### config.mk
export PLATFORM = sky130hd
export DESIGN_NAME = bit_lut_unit
export DESIGN_NICKNAME = d
export VERILOG_FILES = /design/src/rtl/bit_lut_pkg.sv /design/src/rtl/lut_table_sel.sv /design/src/rtl/lut3_array.sv /design/src/rtl/lut_mask_merge.sv /design/src/rtl/bit_lut_unit.sv
export SDC_FILE = /design/constraint.sdc
export NUM_CORES = 1
export LEC_CHECK = 0
export BUFFER_PORTS_ARGS = -buffer_cell sky130_fd_sc_hd__buf_2
export CORE_MARGIN = 4
export CORE_UTILIZATION = 40
export DETAILED_ROUTE_END_ITERATION = 16
export GPL_ROUTABILITY_DRIVEN = 0
export PLACE_DENSITY = 0.71
export SYNTH_ARGS = -nofsm -noshare
export SYNTH_HDL_FRONTEND = slang
export SYNTH_SLANG_ARGS = --single-unit
### constraint.sdc
create_clock -name vclk -period 2.45
set_input_delay 0.1225 -clock vclk [all_inputs]
set_output_delay 0.1225 -clock vclk [all_outputs]
set_load 0.02 [all_outputs]
### src/rtl/bit_lut_pkg.sv
package bit_lut_pkg;
  typedef enum logic [1:0] {
    MODE_TERN_IMM  = 2'd0,
    MODE_BIN_REG   = 2'd1,
    MODE_BIN_COND  = 2'd2,
    MODE_TERN_MASK = 2'd3
  } lut_mode_e;

  localparam int TBL3_W  = 8;
  localparam int TBL2_W  = 4;
  localparam int FIELD_W = 4;
endpackage

### src/rtl/lut_table_sel.sv
module lut_table_sel
  import bit_lut_pkg::*;
(
  input  lut_mode_e             mode_i,
  input  logic [TBL3_W-1:0]     imm_i,
  input  logic [TBL3_W-1:0]     c_byte_i,
  input  logic                  nib_hi_i,
  input  logic [TBL2_W-1:0]     cond_i,
  output logic [TBL3_W-1:0]     tbl_o
);
  logic [TBL2_W-1:0] tbl2;

  always_comb begin
    tbl2 = nib_hi_i ? c_byte_i[TBL3_W-1:TBL2_W] : c_byte_i[TBL2_W-1:0];
    if (mode_i == MODE_BIN_COND) tbl2 = cond_i;
  end

  // binary tables are duplicated so the dest index bit has no effect
  always_comb begin
    unique case (mode_i)
      MODE_BIN_REG, MODE_BIN_COND: tbl_o = {tbl2, tbl2};
      default:                     tbl_o = imm_i;
    endcase
  end
endmodule

### src/rtl/lut3_array.sv
module lut3_array
  import bit_lut_pkg::*;
#(
  parameter int XLEN = 64
) (
  input  logic [TBL3_W-1:0] tbl_i,
  input  logic [XLEN-1:0]   d_i,
  input  logic [XLEN-1:0]   a_i,
  input  logic [XLEN-1:0]   b_i,
  output logic [XLEN-1:0]   y_o
);
  for (genvar i = 0; i < XLEN; i++) begin : g_bit
    logic [2:0] idx;
    assign idx    = {d_i[i], a_i[i], b_i[i]};
    assign y_o[i] = tbl_i[idx];
  end

  always_comb begin
    if (tbl_i == 8'hF0) p_ident_dst_r8: assert (y_o == d_i)
      else $error("identity table did not pass dest");
    if (tbl_i == 8'hCC) p_ident_a_r8: assert (y_o == a_i)
      else $error("0xCC table did not pass A");
  end
endmodule

### src/rtl/lut_mask_merge.sv
module lut_mask_merge
  import bit_lut_pkg::*;
#(
  parameter int XLEN = 64
) (
  input  logic                 en_i,
  input  logic [FIELD_W-1:0]   lut_i,
  input  logic [FIELD_W-1:0]   dst_i,
  input  logic [FIELD_W-1:0]   mask_i,
  input  logic [XLEN-1:0]      full_i,
  output logic [XLEN-1:0]      y_o
);
  localparam int UPPER_W = XLEN - FIELD_W;

  logic [FIELD_W-1:0] field;

  for (genvar i = 0; i < FIELD_W; i++) begin : g_fld
    assign field[i] = mask_i[i] ? lut_i[i] : dst_i[i];
  end

  assign y_o = en_i ? {{UPPER_W{1'b0}}, field} : full_i;
endmodule

### src/rtl/bit_lut_unit.sv
module bit_lut_unit
  import bit_lut_pkg::*;
#(
  parameter int XLEN = 64
) (
  input  logic [1:0]        mode_i,
  input  logic [XLEN-1:0]   dst_i,
  input  logic [XLEN-1:0]   a_i,
  input  logic [XLEN-1:0]   b_i,
  input  logic [XLEN-1:0]   c_i,
  input  logic [7:0]        imm_i,
  input  logic              nib_hi_i,
  input  logic [3:0]        cond_i,
  input  logic [3:0]        mask_i,
  output logic [XLEN-1:0]   result_o
);
  lut_mode_e          mode;
  logic [TBL3_W-1:0]  tbl;
  logic [XLEN-1:0]    raw;
  logic               unused_c;

  assign mode     = lut_mode_e'(mode_i);
  assign unused_c = ^c_i[XLEN-1:TBL3_W];

  lut_table_sel u_tbl (
    .mode_i   (mode),
    .imm_i    (imm_i),
    .c_byte_i (c_i[TBL3_W-1:0]),
    .nib_hi_i (nib_hi_i),
    .cond_i   (cond_i),
    .tbl_o    (tbl)
  );

  lut3_array #(.XLEN(XLEN)) u_arr (
    .tbl_i (tbl),
    .d_i   (dst_i),
    .a_i   (a_i),
    .b_i   (b_i),
    .y_o   (raw)
  );

  lut_mask_merge #(.XLEN(XLEN)) u_merge (
    .en_i   (mode == MODE_TERN_MASK),
    .lut_i  (raw[FIELD_W-1:0]),
    .dst_i  (dst_i[FIELD_W-1:0]),
    .mask_i (mask_i),
    .full_i (raw),
    .y_o    (result_o)
  );

  always_comb begin
    if (mode == MODE_TERN_MASK) begin
      p_mask_upper_r7: assert (result_o[XLEN-1:FIELD_W] == '0)
        else $error("masked mode upper bits nonzero");
      for (int i = 0; i < FIELD_W; i++)
        if (!mask_i[i]) p_mask_keep_r6: assert (result_o[i] == dst_i[i])
          else $error("unmasked bit changed");
    end
    if (mode == MODE_BIN_REG && !nib_hi_i && a_i == '0 && b_i == '0)
      p_reg_low_r2: assert (result_o == {XLEN{c_i[0]}})
        else $error("low nibble entry 0 not applied");
    if (mode == MODE_BIN_COND && a_i == '1 && b_i == '0)
      p_cond_tbl_r5: assert (result_o == {XLEN{cond_i[2]}})
        else $error("condition entry 2 not applied");
  end
endmodule

* After elaboration in Yosys (flattened, before gate mapping)
Index checks and enable logic that the tools add are counted.
Operators by class: magnitude comparators 64, equality and inequality tests 3, multiplexer cells 136, reduce and logical (&&, ||, !) cells 1
Operators by type and width (count):
- 3-bit by 4-bit < comparator with 1-bit output (second input constant) | 64
- 1-bit binary-select mux with 3-bit select | 64
- 1-bit 2-to-1 mux | 68
- 64-bit 2-to-1 mux | 1
- 4-bit 2-to-1 mux | 2
- 8-bit 2-to-1 mux | 1
- 2-bit == test (second input constant) | 2
- 2-bit by 1-bit == test with 1-bit output (second input constant) | 1
- 2-bit OR reduction | 1
Word-level totals: register bits 0, input bits 275, output and inout port bits 64

* Logic depth before layout (Yosys ltp)
Gate-level depths: netlist of the first run.
depth in word-level cells 7, gate-level depth with buffers 11, depth with buffers taken out 7

* By module
Synthesis of the first run repeated with hierarchy kept, for this count alone.
Second synthesis, totals: cell total of the unflattened synthesis 355, area, all modules 4688.2 um^2
By module, submodules not included:
- lut3_array | instances 1, cells an instance 246, area an instance 3948.8 um^2
- lut_mask_merge | instances 1, cells an instance 79, area an instance 513.0 um^2
- lut_table_sel | instances 1, cells an instance 29, area an instance 220.2 um^2
- bit_lut_unit | instances 1, cells an instance 1, area an instance 6.3 um^2

* Worst setup path after synthesis of the first run
Ideal clock, no wire load.
kind input to output, start point input mode_i[0], end point output result_o[13], data arrival time 2.175 ns, slack 0.152 ns, stages on the path 9, path buffers 4, cells stage by stage inv_1 -> ha_1 -> buf_6 -> buf_2 -> buf_2 -> buf_1 -> a21oi_1 -> mux2i_1 -> o311ai_0
On the way: longest elaborated chain between the ends 6, elaborated cells between the ends (all ways) 9, classes of those cells eq/ne (3); mux (5); reduce/logical (1)
RTL lines:
- start, declared | line bit_lut_unit.sv:6 | input logic [1:0] mode_i,
- 2-bit == test or 2-bit by 1-bit == test with 1-bit output (tied branches) | line lut_table_sel.sv:15, lut_table_sel.sv:20
- 4-bit 2-to-1 mux or 2-bit OR reduction (tied branches) | line lut_table_sel.sv:15, lut_table_sel.sv:20
- 8-bit 2-to-1 mux | line lut_table_sel.sv:20 | unique case (mode_i)
- 1-bit binary-select mux with 3-bit select | line lut3_array.sv:15 | assign y_o[i] = tbl_i[idx];
- 1-bit 2-to-1 mux (not written as such) | line lut3_array.sv:15
- 64-bit 2-to-1 mux (*) | line lut_mask_merge.sv:21 | assign y_o = en_i ? {{UPPER_W{1'b0}}, field} : full_i;
- end, declared | line bit_lut_unit.sv:15 | output logic [XLEN-1:0] result_o
Every way passes the cells marked *; elsewhere a longest branch is shown, timed or not. The select of a mux whose other input is x is not followed.

* Final worst setup path of the first run
start point input mode_i[0], end point output result_o[3]
On the way: longest elaborated chain between the ends 7, elaborated cells between the ends (all ways) 10, classes of those cells eq/ne (3); mux (6); reduce/logical (1)
RTL lines:
- 2-bit == test or 2-bit by 1-bit == test with 1-bit output (tied branches) | line lut_table_sel.sv:15, lut_table_sel.sv:20
- 4-bit 2-to-1 mux or 2-bit OR reduction (tied branches) | line lut_table_sel.sv:15, lut_table_sel.sv:20
- 8-bit 2-to-1 mux | line lut_table_sel.sv:20
- 1-bit binary-select mux with 3-bit select | line lut3_array.sv:15
- 1-bit 2-to-1 mux (not written as such) | line lut3_array.sv:15
- 1-bit 2-to-1 mux | line lut_mask_merge.sv:18 | assign field[i] = mask_i[i] ? lut_i[i] : dst_i[i];
- 64-bit 2-to-1 mux (*) | line lut_mask_merge.sv:21
Marked as above.

==> results.json, run 1 <==
{
  "clock.fmax_ghz": 0.426,
  "seq_cells": 0,
  "synth_nets": 1344,
  "portBuffers": 283,
  "fin_crit_ns": 2.35,
  "die_w_um": 141,
  "cts_setup_buffers": 0,
  "hpwl_um": 19600,
  "drtAntennaViolNets": 0,
  "io_pins": 339,
  "vias": 9169,
  "yosys_warnings": 0,
  "avgSynthCellArea_um2": 6.60,
  "grt_usage": 0.256,
  "hold_viol_final": 0,
  "setup_viol": 0,
  "avgViaCountPerCell": 6.31,
  "post_drt_wl_per_cell_um": 19.4,
  "crit_type": "in -> out",
  "yosysSeqAreaShare": 0,
  "drcViolationCount": 0,
  "grt_overflow": 0,
  "status": "finished, final reports clean",
  "power_density_nw_per_um2": 272,
  "crit_fanout": 36,
  "wirelength_um": 28200,
  "die_area_um2": 19800,
  "antenna_found_initial": 1,
  "place_inst": 1452,
  "timing.critical_path.to": "result_o[3]",
  "final-seq-area_um2": 0,
  "first_pass_iters": 5,
  "coreArea_um2": 17300,
  "layout-drive-gt1-share": 0.283,
  "clkbuf_count": 0,
  "grt_first_pass_wirelength_um": 43500,
  "arrival_ns": 2.23,
  "hold_path_class": "in -> out",
  "worstMarginPinSlew_ns": 0.787,
  "crit_required_ns": 2.33,
  "cts_hold_buf": 0,
  "fin_setup_tns_ns": 0,
  "period_share": 0.959,
  "initial_utilization": 0.407,
  "rows": 48,
  "syn_inst": 1067,
  "drv_cap": 0,
  "grt_pass1_vias": 8585,
  "critPathLaunchType": "primary input",
  "layout_common_cells": "buf_2, mux2i_1, nand2_1, nor2_1, a21oi_1",
  "synth_cell_types": 52,
  "vdd_ir_drop_max_uv": 173,
  "syn_area_um2": 7040,
  "slew_headroom": 0.475,
  "power.leakage_nw": 3.96,
  "startpoint": "mode_i[0]",
  "area_growth_pct": 20.7,
  "nets": 1506,
  "final_common_cell": "buf_2",
  "initialDrtViolationCount": 658,
  "grt_max_degree": 57,
  "rsz0062_at_grt": "false",
  "die_y_um": 141,
  "instances_no_fill": 1453,
  "drv_slew": 0,
  "setup.worst_path.end_class": "primary output"
}
-- where the power goes --
| group | switching (mW) | leakage [nW] | internal, mW | total (mW) |
|---|---|---|---|---|
| sequential | 0 | 0 | 0 | 0 |
| combinational | 1.44 | 3.96 | 0.875 | 2.31 |
| clock | 0 | 0.00000634 | 0.0000000547 | 0.0000000547 |
-- per-layer routing --
metal,wire length (um),up-vias,GRT usage,part of all wire
li1,-,4413,-,-
met3,2480,50,0.0312,0.088
met2,13800,478,0.457,0.49
met4,437,2,0.0530,0.016
met5,13,-,0,0.00046
met1,11500,4226,0.331,0.41
-- worst min-delay path by stage --
stage          cells after the start  startpoint  slack (ns)           end
2_1_floorplan                      2     b_i[50]        0.44  result_o[50]
3_3_place_gp                       4    dst_i[1]        0.64   result_o[1]
3_5_place_dp                       4     b_i[51]        0.63  result_o[51]
4_1_cts                            4     b_i[51]        0.64  result_o[51]
5_1_grt                            4    dst_i[1]        0.66   result_o[1]
6_report                           4     b_i[50]        0.64  result_o[50]
-- metrics by stage --
stage / setup slack (ns) / total power [mW] / util / hold WS (ns) / instance area [um2]
floorplan: 0.152 / 1.51 / - / 0.444 / 7040
CTS: 0.103 / 2.28 / 0.490 / 0.636 / 8480
finish: 0.102 / 2.31 / 0.491 / 0.640 / 8500
global placement: 0.168 / 2.25 / 0.490 / 0.642 / 8480
global route: 0.0156 / 2.49 / 0.491 / 0.656 / 8500
detailed placement: 0.101 / 2.28 / 0.490 / 0.635 / 8480
-- critical path, cell delays in order --
cell	delay, ns
buf_2	0.09
inv_1	0.06
ha_4	0.40
buf_6	0.30
nand2_1	0.15
a221o_1	0.32
o311ai_0	0.38
o32ai_1	0.19
buf_2	0.20
-- layout make-up --
type / count / area (um2)
Inverter: 38 / 143
Antenna cell: 1 / 2.50
Tap cell: 225 / 282
Multi-Input combinational cell: 864 / 6270
Fill cell: 1791 / 8800
Timing Repair Buffer: 325 / 1800
-- logic make-up (layout without fill, tap and decap cells) --
logic type	count (synthesis)	count (layout)	synth area share
other cells	0	1	0
simple gates	304	304	0.213
fa+ha+maj	2	2	0.00355
compound gates	334	334	0.349
mux	224	224	0.319
buf+inv	203	363	0.116
-- what timing repair did --
action	CTS	global route
endpoints found under the hold margin	0	0
resized for setup	0	5
endpoints found under the setup margin	0	4
-- synth_stat cells, types with 6 or more instances --
| cell | n | share of area |
|---|---|---|
| a211o_1 | 6 | 0.0075 |
| a211oi_1 | 36 | 0.038 |
| a21oi_1 | 78 | 0.055 |
| buf_2 | 26 | 0.018 |
| mux2i_1 | 221 | 0.31 |
| nor3_1 | 6 | 0.0043 |
| o21ai_0 | 11 | 0.0078 |
| nand4b_1 | 29 | 0.036 |
| clkbuf_1 | 76 | 0.041 |
| buf_1 | 60 | 0.032 |
| nand3b_1 | 11 | 0.012 |
| nand4_1 | 31 | 0.028 |
| a31oi_1 | 18 | 0.016 |
| inv_1 | 38 | 0.020 |
| o311ai_0 | 8 | 0.010 |
| o211ai_1 | 73 | 0.078 |
| nand2_1 | 101 | 0.054 |
| o2111ai_1 | 53 | 0.066 |
| nor2_1 | 102 | 0.054 |
| o311ai_1 | 18 | 0.022 |
Note: power is estimated with default switching activity, not from simulation.
==> run 2: changes to the inputs <==
--- a/config.mk
+++ b/config.mk
@@ -6,11 +6,11 @@
 export NUM_CORES = 1
 export LEC_CHECK = 0
 export BUFFER_PORTS_ARGS = -buffer_cell sky130_fd_sc_hd__buf_2
-export CORE_MARGIN = 4
-export CORE_UTILIZATION = 40
+export CORE_AREA = 4 4 131 133
 export DETAILED_ROUTE_END_ITERATION = 16
-export GPL_ROUTABILITY_DRIVEN = 0
-export PLACE_DENSITY = 0.71
+export DIE_AREA = 0 0 135 137
+export PLACE_DENSITY = 0.77
+export SLEW_MARGIN = 20
 export SYNTH_ARGS = -nofsm -noshare
 export SYNTH_HDL_FRONTEND = slang
 export SYNTH_SLANG_ARGS = --single-unit
==> run 2 against run 1 <==
Worst setup slack improved by 0.084 ns. Via count increased by 1.4%. Combinational power about the same. Routed wire length decreased by 0.45%. Hold slack improved by 0.0033 ns. Final cell count decreased by 0.62%. Global-route usage increased by 2.2 points. First-iteration DRC count increased by 13%. Flip-flop and latch count unchanged. Core utilization increased by 4.5 points. Non-clock buffer count decreased by 1. Sequential share of layout area unchanged. Largest cell class unchanged.
==> results.json, run 2 (synthesized netlist as in run 1, its figures left out) <==
{
  "layout-drive-gt1-share": 0.281,
  "grt_first_pass_wirelength_um": 43300,
  "clkbuf_count": 0,
  "initial_utilization": 0.445,
  "layout_common_cells": "buf_2, mux2i_1, nand2_1, nor2_1, a21oi_1",
  "arrival_ns": 2.14,
  "grtUsageMet1": 0.349,
  "gp_congestion": 0.876,
  "drtAntennaViolNets": 0,
  "final-seq-area_um2": 0,
  "coreArea_um2": 15800,
  "clock.fmax_ghz": 0.442,
  "die_area_um2": 18500,
  "rows": 46,
  "grt_max_degree": 68,
  "final_common_cell": "buf_2",
  "cts_setup_buffers": 0,
  "setup.worst_path.end_class": "primary output",
  "wirelength_um": 28000,
  "portBuffers": 283,
  "antenna_found_initial": 5,
  "avgViaCountPerCell": 6.44,
  "cpPeakStageDelay_ns": 0.39,
  "vias": 9294,
  "post_drt_wl_per_cell_um": 19.4,
  "grtUsageMet3": 0.0371,
  "die_w_um": 135,
  "crit_buf_inv": 3,
  "crit_fanout": 16,
  "cts_hold_buf": 0,
  "crit_required_ns": 2.33,
  "use_met2": 0.496,
  "place_ws_ns": 0.194,
  "drv_cap": 0,
  "critPathSlowestCell": "a221o_1",
  "grt_overflow": 0,
  "period_share": 0.924,
  "hpwl_um": 19700,
  "crit_type": "in -> out",
  "rsz0062_at_grt": "false",
  "top_usage_layer": "met2",
  "cpLargestDelayFamily": "compound AO/OA/AOI/OAI gates",
  "die_y_um": 137,
  "hold_viol_final": 0,
  "grt_usage": 0.278,
  "initialDrtViolationCount": 745,
  "io_pins": 339,
  "area_growth_pct": 20.5,
  "fin_setup_tns_ns": 0,
  "nets": 1505,
  "cp_common_cell": "buf_2",
  "drv_slew": 0,
  "grt_pass1_vias": 8620,
  "first_pass_iters": 5,
  "seq_cells": 0,
  "fin_ws_ns": 0.185,
  "critPathLaunchType": "primary input",
  "crit_chain": "buf_2 -> inv_1 -> ha_4 -> nor2_1 -> a221o_1 -> nor3b_1 -> a2111oi_0 -> o2bb2ai_1 -> buf_2",
  "fin_crit_ns": 2.26,
  "setup_viol": 0,
  "slew_headroom": 0.471,
  "power.leakage_nw": 3.95,
  "worstMarginPinSlew_ns": 0.794,
  "power_density_nw_per_um2": 273,
  "status": "finished, final reports clean",
  "vdd_ir_drop_max_uv": 145,
  "hold_path_class": "in -> out",
  "drcViolationCount": 0
}
[run 2: layout make-up]
class                           instances  area, um2
Tap cell                              216        270
Fill cell                            1538       7340
Timing Repair Buffer                  324       1800
Multi-Input combinational cell        864       6270
Inverter                               38        143
Antenna cell                            2       5.00
[run 2: timing repair]
action / in CTS / in global routing
endpoints found under the hold margin: 0 / 0
gates resized for setup: 0 / 1
endpoints found under the setup margin: 0 / 2
[run 2: final timing paths]
kind / from / cells after the start / slack (ns) / end
max: mode_i[0] / 9 / 0.19 / result_o[55]
min: b_i[51] / 4 / 0.64 / result_o[51]
[run 2: per-layer routing]
metal | up-vias | share of wire
met2 | 540 | 0.48
li1 | 4416 | -
met4 | 6 | 0.022
met1 | 4273 | 0.40
met5 | - | 0.0012
met3 | 59 | 0.093
[run 2: where the power goes]
group | switching, mW | internal, mW | total, mW
Clock | 0 | 0.000000109 | 0.000000109
Combinational | 1.44 | 0.875 | 2.32
Sequential | 0 | 0 | 0
Total | 1.44 | 0.875 | 2.32
[run 2: through the flow]
step           power, mW  cell area, um2   util  instances  hold WS (ns)
6_report            2.32            8480  0.536       1444         0.643
5_1_grt             2.50            8480  0.536       1444         0.668
2_1_floorplan       1.51            7040      -       1067         0.444
3_5_place_dp        2.28            8480  0.535       1442         0.641
3_3_place_gp        2.25            8480  0.535       1442         0.642
4_1_cts             2.29            8480  0.535       1442         0.642
